--- config.mk ---
export PLATFORM = sky130hd
export DESIGN_NAME = divprog_serial
export DESIGN_NICKNAME = d
export VERILOG_FILES = /design/src/rtl/divprog_pkg.sv /design/src/rtl/divprog_sync.sv /design/src/rtl/divprog_shift.sv /design/src/rtl/divprog_latch.sv /design/src/rtl/divprog_serial.sv
export SDC_FILE = /design/constraint.sdc
export NUM_CORES = 1
export LEC_CHECK = 0
export ABC_AREA = 0
export BUFFER_PORTS_ARGS = -buffer_cell sky130_fd_sc_hd__buf_4
export CAP_MARGIN = 20
export CORE_UTILIZATION = 58
export CTS_CLUSTER_SIZE = 30
export DETAILED_ROUTE_END_ITERATION = 7
export GPL_TIMING_DRIVEN = 0
export PLACE_DENSITY = 0.83
export SLEW_MARGIN = 15
export SYNTH_ARGS = -nofsm -noshare
export SYNTH_HDL_FRONTEND = slang
export SYNTH_SLANG_ARGS = --single-unit
--- constraint.sdc ---
create_clock -name clk_i -period 2.2 [get_ports clk_i]
set_input_delay 0.22 -clock clk_i [delete_from_list [all_inputs] [get_ports clk_i]]
set_output_delay 0.22 -clock clk_i [all_outputs]
set_load 0.05 [all_outputs]
--- src/rtl/divprog_pkg.sv ---
package divprog_pkg;
  localparam int unsigned REF_W_DEF = 14;
  localparam int unsigned N_W_DEF   = 10;
  localparam int unsigned A_W_DEF   = 7;

  typedef enum logic {
    DST_AN  = 1'b0,
    DST_REF = 1'b1
  } dst_e;
endpackage

--- src/rtl/divprog_sync.sv ---
module divprog_sync #(
  parameter int unsigned W = 1
) (
  input  logic         clk_i,
  input  logic         rst_ni,
  input  logic [W-1:0] d_i,
  output logic [W-1:0] q_o
);
  logic [W-1:0] meta_q, sync_q;

  always_ff @(posedge clk_i or negedge rst_ni) begin
    if (!rst_ni) begin
      meta_q <= '0;
      sync_q <= '0;
    end else begin
      meta_q <= d_i;
      sync_q <= meta_q;
    end
  end

  assign q_o = sync_q;
endmodule

--- src/rtl/divprog_shift.sv ---
module divprog_shift #(
  parameter int unsigned SR_W = 18
) (
  input  logic            clk_i,
  input  logic            rst_ni,
  input  logic            shift_i,
  input  logic            bit_i,
  output logic [SR_W-1:0] sr_o
);
  logic [SR_W-1:0] sr_q;

  // newest bit lands at position 0
  always_ff @(posedge clk_i or negedge rst_ni) begin
    if (!rst_ni)      sr_q <= '0;
    else if (shift_i) sr_q <= {sr_q[SR_W-2:0], bit_i};
  end

  assign sr_o = sr_q;
endmodule

--- src/rtl/divprog_latch.sv ---
module divprog_latch
  import divprog_pkg::*;
#(
  parameter int unsigned R_W  = REF_W_DEF,
  parameter int unsigned N_W  = N_W_DEF,
  parameter int unsigned A_W  = A_W_DEF,
  parameter int unsigned SR_W = N_W + A_W + 1
) (
  input  logic            clk_i,
  input  logic            rst_ni,
  input  logic            xfer_i,
  input  logic [SR_W-1:0] sr_i,
  output logic [R_W-1:0]  ref_o,
  output logic [N_W-1:0]  n_o,
  output logic [A_W-1:0]  a_o,
  output logic            ref_upd_o,
  output logic            an_upd_o
);
  localparam int unsigned A_LSB = 1;
  localparam int unsigned N_LSB = A_LSB + A_W;

  dst_e           dst;
  logic [R_W-1:0] r_fld;
  logic [N_W-1:0] n_fld;
  logic [A_W-1:0] a_fld;

  assign dst   = dst_e'(sr_i[0]);
  assign r_fld = sr_i[A_LSB +: R_W];
  assign a_fld = sr_i[A_LSB +: A_W];
  assign n_fld = sr_i[N_LSB +: N_W];

  always_ff @(posedge clk_i or negedge rst_ni) begin
    if (!rst_ni) begin
      ref_o     <= '1;
      n_o       <= '1;
      a_o       <= '1;
      ref_upd_o <= 1'b0;
      an_upd_o  <= 1'b0;
    end else begin
      ref_upd_o <= 1'b0;
      an_upd_o  <= 1'b0;
      if (xfer_i) begin
        if (dst == DST_REF) begin
          ref_o     <= r_fld;
          ref_upd_o <= 1'b1;
        end else begin
          n_o      <= n_fld;
          a_o      <= a_fld;
          an_upd_o <= 1'b1;
        end
      end
    end
  end
endmodule

--- src/rtl/divprog_serial.sv ---
module divprog_serial
  import divprog_pkg::*;
#(
  parameter int unsigned R_W = REF_W_DEF,
  parameter int unsigned N_W = N_W_DEF,
  parameter int unsigned A_W = A_W_DEF
) (
  input  logic           clk_i,
  input  logic           rst_ni,
  input  logic           sclk_i,
  input  logic           sdata_i,
  input  logic           slatch_i,
  output logic [R_W-1:0] ref_div_o,
  output logic [N_W-1:0] n_div_o,
  output logic [A_W-1:0] a_div_o,
  output logic           ref_upd_o,
  output logic           an_upd_o
);
  localparam int unsigned AN_BITS = N_W + A_W;
  localparam int unsigned SR_W    = ((R_W > AN_BITS) ? R_W : AN_BITS) + 1;

  logic [2:0]      pins_s;
  logic            sclk_s, sdata_s, slatch_s;
  logic            sclk_d, slatch_d;
  logic            shift, xfer;
  logic [SR_W-1:0] sr;

  divprog_sync #(.W(3)) u_sync (
    .clk_i (clk_i),
    .rst_ni(rst_ni),
    .d_i   ({slatch_i, sdata_i, sclk_i}),
    .q_o   (pins_s)
  );

  assign {slatch_s, sdata_s, sclk_s} = pins_s;

  always_ff @(posedge clk_i or negedge rst_ni) begin
    if (!rst_ni) begin
      sclk_d   <= 1'b0;
      slatch_d <= 1'b0;
    end else begin
      sclk_d   <= sclk_s;
      slatch_d <= slatch_s;
    end
  end

  assign shift = sclk_s & ~sclk_d;
  assign xfer  = slatch_s & ~slatch_d;

  divprog_shift #(.SR_W(SR_W)) u_shift (
    .clk_i  (clk_i),
    .rst_ni (rst_ni),
    .shift_i(shift),
    .bit_i  (sdata_s),
    .sr_o   (sr)
  );

  divprog_latch #(.R_W(R_W), .N_W(N_W), .A_W(A_W), .SR_W(SR_W)) u_latch (
    .clk_i    (clk_i),
    .rst_ni   (rst_ni),
    .xfer_i   (xfer),
    .sr_i     (sr),
    .ref_o    (ref_div_o),
    .n_o      (n_div_o),
    .a_o      (a_div_o),
    .ref_upd_o(ref_upd_o),
    .an_upd_o (an_upd_o)
  );
endmodule

==> After elaboration in Yosys (flattened, before gate mapping) <==
Index checks and enable logic that the tools add are counted.
{ "classes": {"addsub": 0, "n_mul": 0, "n_div": 0, "n_lt_le_gt_ge": 0, "n_eq_ne": 0, "shift": 0, "n_mux": 4, "bitwise_logic": 5, "reduce_logical": 2} }
{ "op_table": {"columns": ["operator", "count"], "rows": [
  ["2-to-1 mux 1 bit", 4],
  ["AND reduction 2 bit", 2],
  ["NOT 1 bit", 3],
  ["bitwise AND 1 bit", 2]
]} }
{ "word_totals": {"regBits": 59, "latchBits": 0, "mem_bits_rw": 0, "romBits": 0, "inputBits": 5, "output_inout_bits": 33, "elab_cells": 21, "n_memories": 0} }

==> Depth between registers and ports, before layout <==
{ "depth": {"ltp_word": 3, "mapped_depth": 4} }

==> Cells and area by module <==
A second synthesis with hierarchy kept.
{ "unflattened": {"cells_unflattened": 118, "hier_area_um2": 2249.7} }
{ "by_module_without_submodules": {"columns": ["mod", "n_inst", "cells_per_inst", "area_per_inst_um2"], "rows": [
  ["divprog_latch", 1, 70, 1300.0],
  ["divprog_shift", 1, 38, 721.9],
  ["divprog_sync", 1, 6, 150.1],
  ["divprog_serial", 1, 4, 77.6]
]} }

==> Worst setup path after synthesis <==
No wires, ideal clock.
{ "synth_path": {"kind": "reg-to-reg", "from": "reg u_shift.sr_q[0] (netlist: u_shift.sr_o[0])", "to": "reg u_latch.n_o[0]", "arrival_ps": 1192, "slack_ps": 926, "path_stages_with_launch": 5, "path_buffers": 2, "synth_period_minus_slack_ps": 1274, "cell_sequence": "dfrtp_1 -> nor3b_2 -> buf_6 -> buf_12 -> mux2_4"} }
{ "synth_between": {"elab_chain_cells": 2} }
{ "synth_rtl": {"columns": ["item", "line_no", "text"], "rows": [
  ["start, declared", "divprog_shift.sv:10", "logic [SR_W-1:0] sr_q;"],
  ["start signal, assigned", "divprog_shift.sv:15", "else if (shift_i) sr_q <= {sr_q[SR_W-2:0], bit_i};"],
  ["NOT 1 bit (no line)", null, null],
  ["AND reduction 2 bit (no line)", null, null],
  ["end signal, assigned", "divprog_latch.sv:47", "n_o <= n_fld;"],
  ["end, declared", "divprog_latch.sv:14", "output logic [N_W-1:0] n_o,"]
]} }
Every way passes these cells.
A chain may end at the register's enable or synchronous reset.

==> Final worst setup path <==
{ "layout_path": {"from": "reg u_shift.sr_q[0] (netlist: u_shift.sr_o[0])", "to": "reg u_latch.n_o[2]"} }
Same word-level chain as after synthesis.

==> impl_metrics.ini <==
[worst_hold_path]
hold_path.class = reg -> reg
whs_path_depth = 0
min_from = u_sync.meta_q[1]

[timing]
fin_crit_sh_pct = 62.2
setup_viol = 0
slew_viol_final = 0
final.setup_skew_ns = 0.00650
hold_viol = 0
slew_headroom_pct = 54.8
clock.fmax_mhz = 731
setup_tns_ns = 0
period_minus_slack_ns = 1.37
tightest_slew_ns = 0.677
rsz0062_at_grt = no

[floorplanning]
io_pins = 38
die_h_um = 63.6
dieWidth_um = 63.6
start_util_pct = 60.2
core-area_um2 = 3660
rows = 22
die_area_um2 = 4050

[final_layout]
antenna_cells = 0
layout_common_cells = mux2_2, buf_4, dfstp_2
num-nets-final = 174
layout-drive-gt1-share_pct = 79.9
design_area_um2 = 2770
area_delta_synth_final_pct = 26.0
final_common_cell = mux2_2
instances_no_fill = 222
fill_cells = 218

[status]
status = finished, final reports clean

[pwr]
p_int_uw = 2800
p_clk_share_pct = 20.8
p_sw_share_pct = 37.8
p_per_area_nw_per_um2 = 1620
seq_power_share_pct = 41.4
p_comb_share_pct = 37.8
power_leakage_uw = 0.00128
p_sw_uw = 1700
vdd_ir_drop_max_mv = 0.984

[logic_synthesis]
netlist_instances = 117
ys_ff_latch = 59
seq_area_frac_synth_pct = 68.8
yosysWarnings = 0
syn_nets = 122
syn-cell-area_um2 = 2200
syn_avg_cell_area_um2 = 18.8
yosysUniqueCellTypes = 11

[critical_path]
worstPathMaxFanout = 10
startpoint = u_shift.sr_o[0]
r2r_start = u_shift.sr_o[0]
endpoint_kind = register
critical_path_class = reg -> reg
cp_data_required_time_ns = 2.46
reg2reg_depth = 4
rrSetupSlack_ns = 0.83
worstPathArrival_ns = 1.63
crit_path_start_kind = register

[global_routing]
grt_pass1_wl_um = 5430
grt_max_degree = 60
grtUsageTotal_pct = 18.8
antenna_found_initial = 0
grt_pass1_vias = 1134
grt-ovfl-total = 0

[clock_network]
cts-root-buf = clkbuf_8
h-tree-depth = 3
postCtsResizedCells = 0
cts_tree = yes
clk_pin_slew_worst_paths_ns = 0.06
cts_made_buffers = 9
cts_max_path_buffers = 2
numClockSinks = 59
insertion_delay_ns = 0.33

[job]
cap_violations = 0

[placed_design]
dpl.hpwl_um = 2040
placed_cell_area_um2 = 2540
dp_cells = 202
portBuffers = 37
gp_congestion = 0.687

[detailed_routing]
wl_um = 3150
wl_per_cell_um = 14.2
drt-pass1-iter-count = 2
final_antenna_net_count = 0
vias_per_cell = 5.02
drc = 0
vias = 1114
dr.first_iter.drc_count = 23
[through the flow]
stage	hold WS (ns)	power [µW]	util, %	setup WS (ns)
CTS	0.353	4570	75.8	0.811
finish	0.349	4510	75.8	0.831
global route	0.360	4720	75.8	0.771
floorplan	-0.0756	3120	-	0.926
detailed placement	0.306	3600	69.4	0.811
global placement	0.292	3550	69.4	0.866
[flip-flops by register name (all words and copies together) (netlist names)]
| register | flops |
|---|---|
| u_latch.ref_upd_o | 1 |
| slatch_d | 1 |
| sclk_d | 1 |
| u_sync.meta_q | 3 |
| u_latch.ref_o | 14 |
| u_sync.q_o | 3 |
| u_shift.sr_o | 18 |
| u_latch.an_upd_o | 1 |
| u_latch.n_o | 10 |
| u_latch.a_o | 7 |
[critical path, stage by stage, from the launching register on]
cell	delay, ns
dfrtp_1	0.44
nor3b_2	0.22
buf_6	0.18
buf_12	0.15
mux2_4	0.30
[cell usage after synthesis (all sizes together)]
library cell  number  share of area, %
buf                5               2.7
dfrtp             28                32
dfstp             31                37
inv                1              0.17
mux2              49                27
nand3b             1              0.91
nor2b              1              0.28
nor3b              1              0.57
[cell type report]
cell class	instances	area, µm²	area share, %
Timing Repair Buffer	41	318	11.5
Clock inverter	5	52.6	1.89
Sequential cell	59	1520	54.6
Tap cell	48	60.1	2.17
Clock buffer	11	141	5.10
Multi-Input combinational cell	52	624	22.5
Buffer	5	58.8	2.12
Inverter	1	3.75	0.135
[layer usage]
metal	wire, µm	vias up	track usage (%)
li1	-	511	-
met1	1400	559	23.3
met2	1520	35	27.8
met3	154	9	8.15
met4	75	0	10.2
met5	0	-	0
[path summary, 6_finish.rpt]
path | endpoint
worst max register to register | u_latch.n_o[2]
worst max-delay path | u_latch.n_o[2]
min in group asynchronous | u_latch.an_upd_o
max in group asynchronous | u_shift.sr_o[6]
worst min-delay path | u_sync.q_o[1]
worst min register to register | u_sync.q_o[1]
[repair_timing]
| action | CTS | global route |
|---|---|---|
| hold buffers | 4 | 0 |
| hold endpoints to repair | 31 | 0 |
| setup buffers | 0 | 0 |
[logic make-up (layout without fill, tap and decap cells)]
family / Yosys count / in the layout / synth area share, %
flip-flops: 59 / 59 / 68.8
buffers and inverters: 6 / 63 / 2.84
multiplexers: 49 / 49 / 26.6
AND/OR/NAND/NOR: 3 / 3 / 1.76
[power groups by stage]
stage / clock [µW] / sequential, µW / combinational [µW]
after global routing: 1020 / 1920 / 1780
final: 935 / 1870 / 1700
after CTS: 972 / 1870 / 1720
after floorplan: 0 / 2700 / 413
after global placement: 0 / 1860 / 1690
after detailed placement: 0 / 1890 / 1710
Note: power is estimated with default switching activity, not from simulation.
